**src/rtl/dsp_rx_pkg.sv**
```systemverilog
// Package: shared sizing for the DSP-mode serial audio receiver.
// Assumes a fixed channel count of two (left word first, then right).
package dsp_rx_pkg;
    localparam int DEF_WORD_W = 16;
    localparam int NUM_CH     = 2;

    // Bits needed to hold a count from 0 to n inclusive.
    function automatic int cnt_bits(input int n);
        return $clog2(n + 1);
    endfunction
endpackage

```
**src/rtl/dsp_rx_sync.sv**
```systemverilog
// Module: frame-sync pulse detector.
// Flags the first bit-clock edge on which the sync line is seen high.
// Assumes the sync line is already in the bit-clock domain.
module dsp_rx_sync (
    input  logic clk,
    input  logic rst_n,
    input  logic sync_in,
    output logic frame_start
);
    logic sync_q;

    // Remember the sync level sampled at the previous edge.
    always_ff @(posedge clk) begin
        if (!rst_n) sync_q <= 1'b0;
        else        sync_q <= sync_in;
    end

    // A start is a low-to-high step between two sampling edges.
    assign frame_start = sync_in & ~sync_q;
endmodule

```
**src/rtl/dsp_rx_deser.sv**
```systemverilog
// Module: frame bit counter and shift register.
// Counts the bits of a frame from its start edge and shifts them in.
// When the last bit arrives, it presents the whole frame word for one cycle.
// A start that cuts a frame short raises the abort output.
// Assumes frame_start comes from the sync detector in the same cycle.
module dsp_rx_deser #(
    parameter int FRAME_BITS = 32
) (
    input  logic                  clk,
    input  logic                  rst_n,
    input  logic                  frame_start,
    input  logic                  din,
    output logic                  frame_done,
    output logic [FRAME_BITS-1:0] frame_word,
    output logic                  frame_abort
);
    localparam int CNT_W = dsp_rx_pkg::cnt_bits(FRAME_BITS);
    localparam logic [CNT_W-1:0] LAST_CNT = CNT_W'(FRAME_BITS - 1);

    logic [CNT_W-1:0]      bit_cnt;   // 0: idle, n: n bits taken
    logic [FRAME_BITS-2:0] shreg;

    // Count the bits of a frame and shift them in; a start always restarts.
    always_ff @(posedge clk) begin
        if (!rst_n) begin
            bit_cnt <= '0;
            shreg   <= '0;
        end else if (frame_start) begin
            bit_cnt <= CNT_W'(1);
            shreg   <= {shreg[FRAME_BITS-3:0], din};
        end else if (bit_cnt != '0) begin
            bit_cnt <= (bit_cnt == LAST_CNT) ? '0 : bit_cnt + CNT_W'(1);
            shreg   <= {shreg[FRAME_BITS-3:0], din};
        end
    end

    // The frame is complete on the edge that brings its last bit.
    assign frame_done  = !frame_start && (bit_cnt == LAST_CNT);
    assign frame_word  = {shreg, din};
    assign frame_abort = frame_start && (bit_cnt != '0);
endmodule

```
**src/rtl/dsp_rx_outreg.sv**
```systemverilog
// Module: output word registers, valid strobe and framing-error flag.
// Splits a finished frame into per-channel words, first channel in the upper bits.
// Assumes frame_done and frame_abort are never high together.
module dsp_rx_outreg #(
    parameter int WORD_W = 16,
    parameter int NUM_CH = 2
) (
    input  logic                     clk,
    input  logic                     rst_n,
    input  logic                     frame_done,
    input  logic                     frame_abort,
    input  logic [NUM_CH*WORD_W-1:0] frame_word,
    output logic [WORD_W-1:0]        ch_word [NUM_CH],
    output logic                     valid,
    output logic                     frame_err
);
    genvar ch;
    generate
        for (ch = 0; ch < NUM_CH; ch++) begin : g_ch
            // Load this channel's slice of a completed frame.
            always_ff @(posedge clk) begin
                if (!rst_n)          ch_word[ch] <= '0;
                else if (frame_done) ch_word[ch] <= frame_word[(NUM_CH-1-ch)*WORD_W +: WORD_W];
            end
        end
    endgenerate

    // Pulse the strobe once per completed frame.
    always_ff @(posedge clk) begin
        if (!rst_n) valid <= 1'b0;
        else        valid <= frame_done;
    end

    // Set the error on an aborted frame; clear it on the next complete frame.
    always_ff @(posedge clk) begin
        if (!rst_n)           frame_err <= 1'b0;
        else if (frame_abort) frame_err <= 1'b1;
        else if (frame_done)  frame_err <= 1'b0;
    end
endmodule

```
**src/rtl/dsp_frame_rx.sv**
```systemverilog
// Module: top of the DSP-mode serial audio receiver.
// Takes a sync pulse, then 16 left bits and 16 right bits, MSB first.
// Presents both words with a one-cycle strobe per frame.
// Assumes all inputs are sampled on the rising bit-clock edge.
module dsp_frame_rx #(
    parameter int WORD_W = dsp_rx_pkg::DEF_WORD_W
) (
    input  logic              bclk,
    input  logic              rst_n,
    input  logic              lrclk,
    input  logic              din,
    output logic [WORD_W-1:0] left_out,
    output logic [WORD_W-1:0] right_out,
    output logic              valid,
    output logic              frame_err
);
    localparam int NUM_CH     = dsp_rx_pkg::NUM_CH;
    localparam int FRAME_BITS = NUM_CH * WORD_W;

    logic                  frame_start;
    logic                  frame_done;
    logic                  frame_abort;
    logic [FRAME_BITS-1:0] frame_word;
    logic [WORD_W-1:0]     ch_word [NUM_CH];

    dsp_rx_sync u_sync (
        .clk         (bclk),
        .rst_n       (rst_n),
        .sync_in     (lrclk),
        .frame_start (frame_start)
    );

    dsp_rx_deser #(.FRAME_BITS(FRAME_BITS)) u_deser (
        .clk         (bclk),
        .rst_n       (rst_n),
        .frame_start (frame_start),
        .din         (din),
        .frame_done  (frame_done),
        .frame_word  (frame_word),
        .frame_abort (frame_abort)
    );

    dsp_rx_outreg #(.WORD_W(WORD_W), .NUM_CH(NUM_CH)) u_out (
        .clk         (bclk),
        .rst_n       (rst_n),
        .frame_done  (frame_done),
        .frame_abort (frame_abort),
        .frame_word  (frame_word),
        .ch_word     (ch_word),
        .valid       (valid),
        .frame_err   (frame_err)
    );

    assign left_out  = ch_word[0];
    assign right_out = ch_word[1];
endmodule

```
**config.mk**
```make
export PLATFORM = sky130hd
export DESIGN_NAME = dsp_frame_rx
export DESIGN_NICKNAME = d
export VERILOG_FILES = /design/src/rtl/dsp_rx_pkg.sv /design/src/rtl/dsp_rx_sync.sv /design/src/rtl/dsp_rx_deser.sv /design/src/rtl/dsp_rx_outreg.sv /design/src/rtl/dsp_frame_rx.sv
export SDC_FILE = /design/constraint.sdc
export NUM_CORES = 1
export LEC_CHECK = 0
export BUFFER_PORTS_ARGS = -buffer_cell sky130_fd_sc_hd__buf_2
export CORE_UTILIZATION = 56
export DETAILED_ROUTE_END_ITERATION = 7
export PLACE_DENSITY = 0.78
export SETUP_SLACK_MARGIN = 0.3
export SLEW_MARGIN = 10
export SYNTH_ARGS = -nofsm -noshare
export SYNTH_HDL_FRONTEND = slang
export SYNTH_SLANG_ARGS = --single-unit
```
**constraint.sdc**
```tcl
create_clock -name bclk -period 1.9 [get_ports bclk]
set_input_delay 0.57 -clock bclk [delete_from_list [all_inputs] [get_ports bclk]]
set_output_delay 0.57 -clock bclk [all_outputs]
set_load 0.02 [all_outputs]
```
==> impl_metrics.json <==
{
  "finalWorstSetupSlack_ns": 0.258,
  "design_area_um2": 3340,
  "fp-row-count": 24,
  "syn_to_final_growth_pct": 24.9,
  "fmax_mhz": 609,
  "drive_gt1_share_pct": 27.4,
  "busiest_layer": "met2",
  "fin_crit_sh_pct": 86.4,
  "critPathCaptureType": "flip-flop",
  "peakVddDrop_mv": 0.562,
  "hold_viol_final": 0,
  "fp.dieH_um": 71.1,
  "syn_nets": 255,
  "grt_use_met2_pct": 30.8,
  "clk_pin_slew_worst_paths_ns": 0.07,
  "core_um2": 4470,
  "holdWs_ns": 0.451,
  "htree_levels": 3,
  "powerDensity_nw_per_um2": 909,
  "final-setup-viol-count": 0,
  "seq_area_frac_synth_pct": 53.8,
  "port_buffers": 37,
  "cap_violations": 0,
  "drc": 5,
  "met3_usage_pct": 5.98,
  "worstSkewPairLatency_ns": 0.35,
  "place_inst": 328,
  "p_leak_nw": 1.38,
  "dr.pass1.iters": 6,
  "grt_pass1_wl_um": 7560,
  "critPathSlowestCell": "or3b_4",
  "synth.avg_cell_area_um2": 10.8,
  "cts_tree": "yes",
  "cp.arrival_ns": 1.91,
  "cts.path.max_buffers": 2,
  "critPathMaxFanout": 5,
  "diodes": 0,
  "cts_buffers": 9,
  "start_util_pct": 59.8,
  "synthCells": 249,
  "grt_pass1_vias": 1701,
  "worstPathRequired_ns": 2.17,
  "crit_type": "flip-flop to flip-flop",
  "grt_setup_unrepaired": "true",
  "yosysWarnings": 0,
  "start_kind": "flip-flop",
  "gp_congestion": 0.698,
  "vias": 1857,
  "crit_chain": "ha_4 -> or3b_4 -> nor2_8 -> buf_6 -> buf_16 -> mux2i_2",
  "nFillCells": 306,
  "netlist_area_um2": 2680,
  "setup_tns_ns": 0,
  "grt_usage_pct": 20.0,
  "violations": "design-rule violations",
  "slowest_delay_ns": 0.42,
  "relSlewSlack_pct": 77.9,
  "antenna_found_initial": 0,
  "drt_wl_total_um": 5000,
  "layout.cells.non_filler": 355,
  "drtAntennaViolNets": 0,
  "fin_nets": 304,
  "crit_start": "u_deser.bit_cnt[1]$_SDFFE_PP0P_",
  "worstReg2RegStart": "u_deser.bit_cnt[1]$_SDFFE_PP0P_",
  "io_pins": 38,
  "grt_max_degree": 72,
  "viasPerCell": 5.23,
  "dieArea_um2": 5060,
  "cts_sinks": 72,
  "placed_area_um2": 2890,
  "grt-ovfl-total": 0,
  "fp.dieW_um": 71.1,
  "root_buffer": "clkbuf_8",
  "hold_class": "input port to flip-flop",
  "fin_crit_ns": 1.64,
  "max_slew.worst_pin.slew_ns": 0.328,
  "drtIter0Drc": 81,
  "use_met1_pct": 24.7,
  "post_synth_num_cell_types": 25,
  "slew_viol_final": 0,
  "post-place-ws_ns": 0.195,
  "status": "finished with violations",
  "wl_per_cell_um": 14.1,
  "dp_hpwl_um": 2650,
  "skew_ns": 0.00945,
  "holdCritStartpoint": "lrclk",
  "ys_ff_latch": 72
}
[final timing paths]
check                                                endpoint  slack [ns]  depth (start not counted)
worst max-delay path            u_out.ch_word[3]$_SDFFE_PN0P_        0.26                          6
worst min-delay path                 u_sync.sync_q$_SDFF_PN0_        0.45                          2
worst max register to register  u_out.ch_word[3]$_SDFFE_PN0P_        0.26                          6
worst min register to register   u_out.frame_err$_SDFFE_PN0P_        0.45                          2
[sequential cells by signal (all words and copies together) (netlist names)]
register         count
u_deser.bit_cnt      6
u_out.ch_word       32
u_sync.sync_q        1
u_out.frame_err      1
u_deser.shreg       31
u_out.valid          1
[repair_timing]
| action | CTS | global route |
|---|---|---|
| endpoints found under the hold margin | 0 | 0 |
| endpoints found under the setup margin | 36 | 51 |
| pin swaps | 1 | 3 |
| resized for setup | 7 | 14 |
| buffers inserted | 4 | 2 |
| hold buffers | 0 | 0 |
| gates cloned | 2 | 3 |
[cell usage in the layout, fill, tap and decap left out, types with 2 or more instances in the layout]
cell       instances
buf_12             4
dfxtp_1           67
buf_6              2
nand3_1            5
clkbuf_8          13
nor2_1             6
buf_16             2
clkbuf_16          3
mux2i_2            3
xnor2_1            2
buf_2             37
dfxtp_2            2
xor2_1             2
inv_1              2
mux2i_1           61
buf_4              4
dfxtp_4            3
nand2_1           66
[metal layers]
layer  share of wire [%]  up-vias  wire [um]
met5                   0        -          0
met1                  45      881       2250
met3                 4.2       12        212
li1                    -      925          -
met4                 2.7        0        133
met2                  48       39       2410
[worst max-delay path, delay by kind of cell, from the launching register on]
kind | cells | cell delay [ns]
simple gates | 2 | 0.60
flops | 1 | 0.37
buf+inv | 2 | 0.26
mux | 1 | 0.20
fa+ha+maj | 1 | 0.13
[metrics by stage]
| step | total power [mW] | util, % |
|---|---|---|
| CTS | 3.02 | 71.8 |
| global route | 3.14 | 74.7 |
| finish | 3.04 | 74.7 |
| global placement | 1.74 | 64.6 |
| detailed placement | 1.74 | 64.6 |
| floorplan | 1.71 | - |
[final cells by class]
class | instances | area [um^2] | area share (%)
clock inverter | 2 | 35.0 | 1.05
inverter | 2 | 7.51 | 0.225
tap | 52 | 65.1 | 1.95
multi-input combinational | 161 | 1150 | 34.4
sequential | 72 | 1460 | 43.5
timing repair buffer | 52 | 448 | 13.4
clock buffer | 14 | 183 | 5.46
[Yosys cell counts]
library cell / n / share of area, %
and2b_1: 1 / 0.28
dfxtp_1: 72 / 54
nand2b_1: 1 / 0.23
nor4_1: 1 / 0.23
nand4_1: 1 / 0.23
mux2i_1: 64 / 24
nand3_1: 5 / 0.93
and3_1: 1 / 0.23
and2_1: 1 / 0.23
buf_6: 3 / 1.3
nand2_1: 67 / 9.4
buf_12: 3 / 2.2
nor2_8: 1 / 0.75
clkbuf_1: 8 / 1.1
xnor2_1: 2 / 0.65
nor2_2: 1 / 0.23
ha_1: 2 / 0.93
or3b_4: 1 / 0.42
nand3_2: 1 / 0.37
nor3_1: 1 / 0.19
a211o_1: 1 / 0.33
o21ai_1: 1 / 0.19
xor2_1: 2 / 0.65
inv_1: 2 / 0.28
nor2_1: 6 / 0.84
[power by group]
group          switching (mW)  internal [mW]
sequential            0.00801           1.52
clock                   0.533          0.749
combinational           0.124          0.107
[cells by family (layout without fill, tap and decap cells)]
logic type                 Yosys count  after routing  share of synthesized area (%)
muxes                               64             64                           23.9
xor gates and xnor gates             4              4                           1.31
adders and majority gates            2              2                          0.934
AOI/OAI and AO/OA                    2              2                          0.514
and+or+nand+nor                     89             89                           14.6
DFF                                 72             72                           53.8
buffers and inverters               16             70                           4.91
Note: power is estimated with default switching activity, not from simulation.
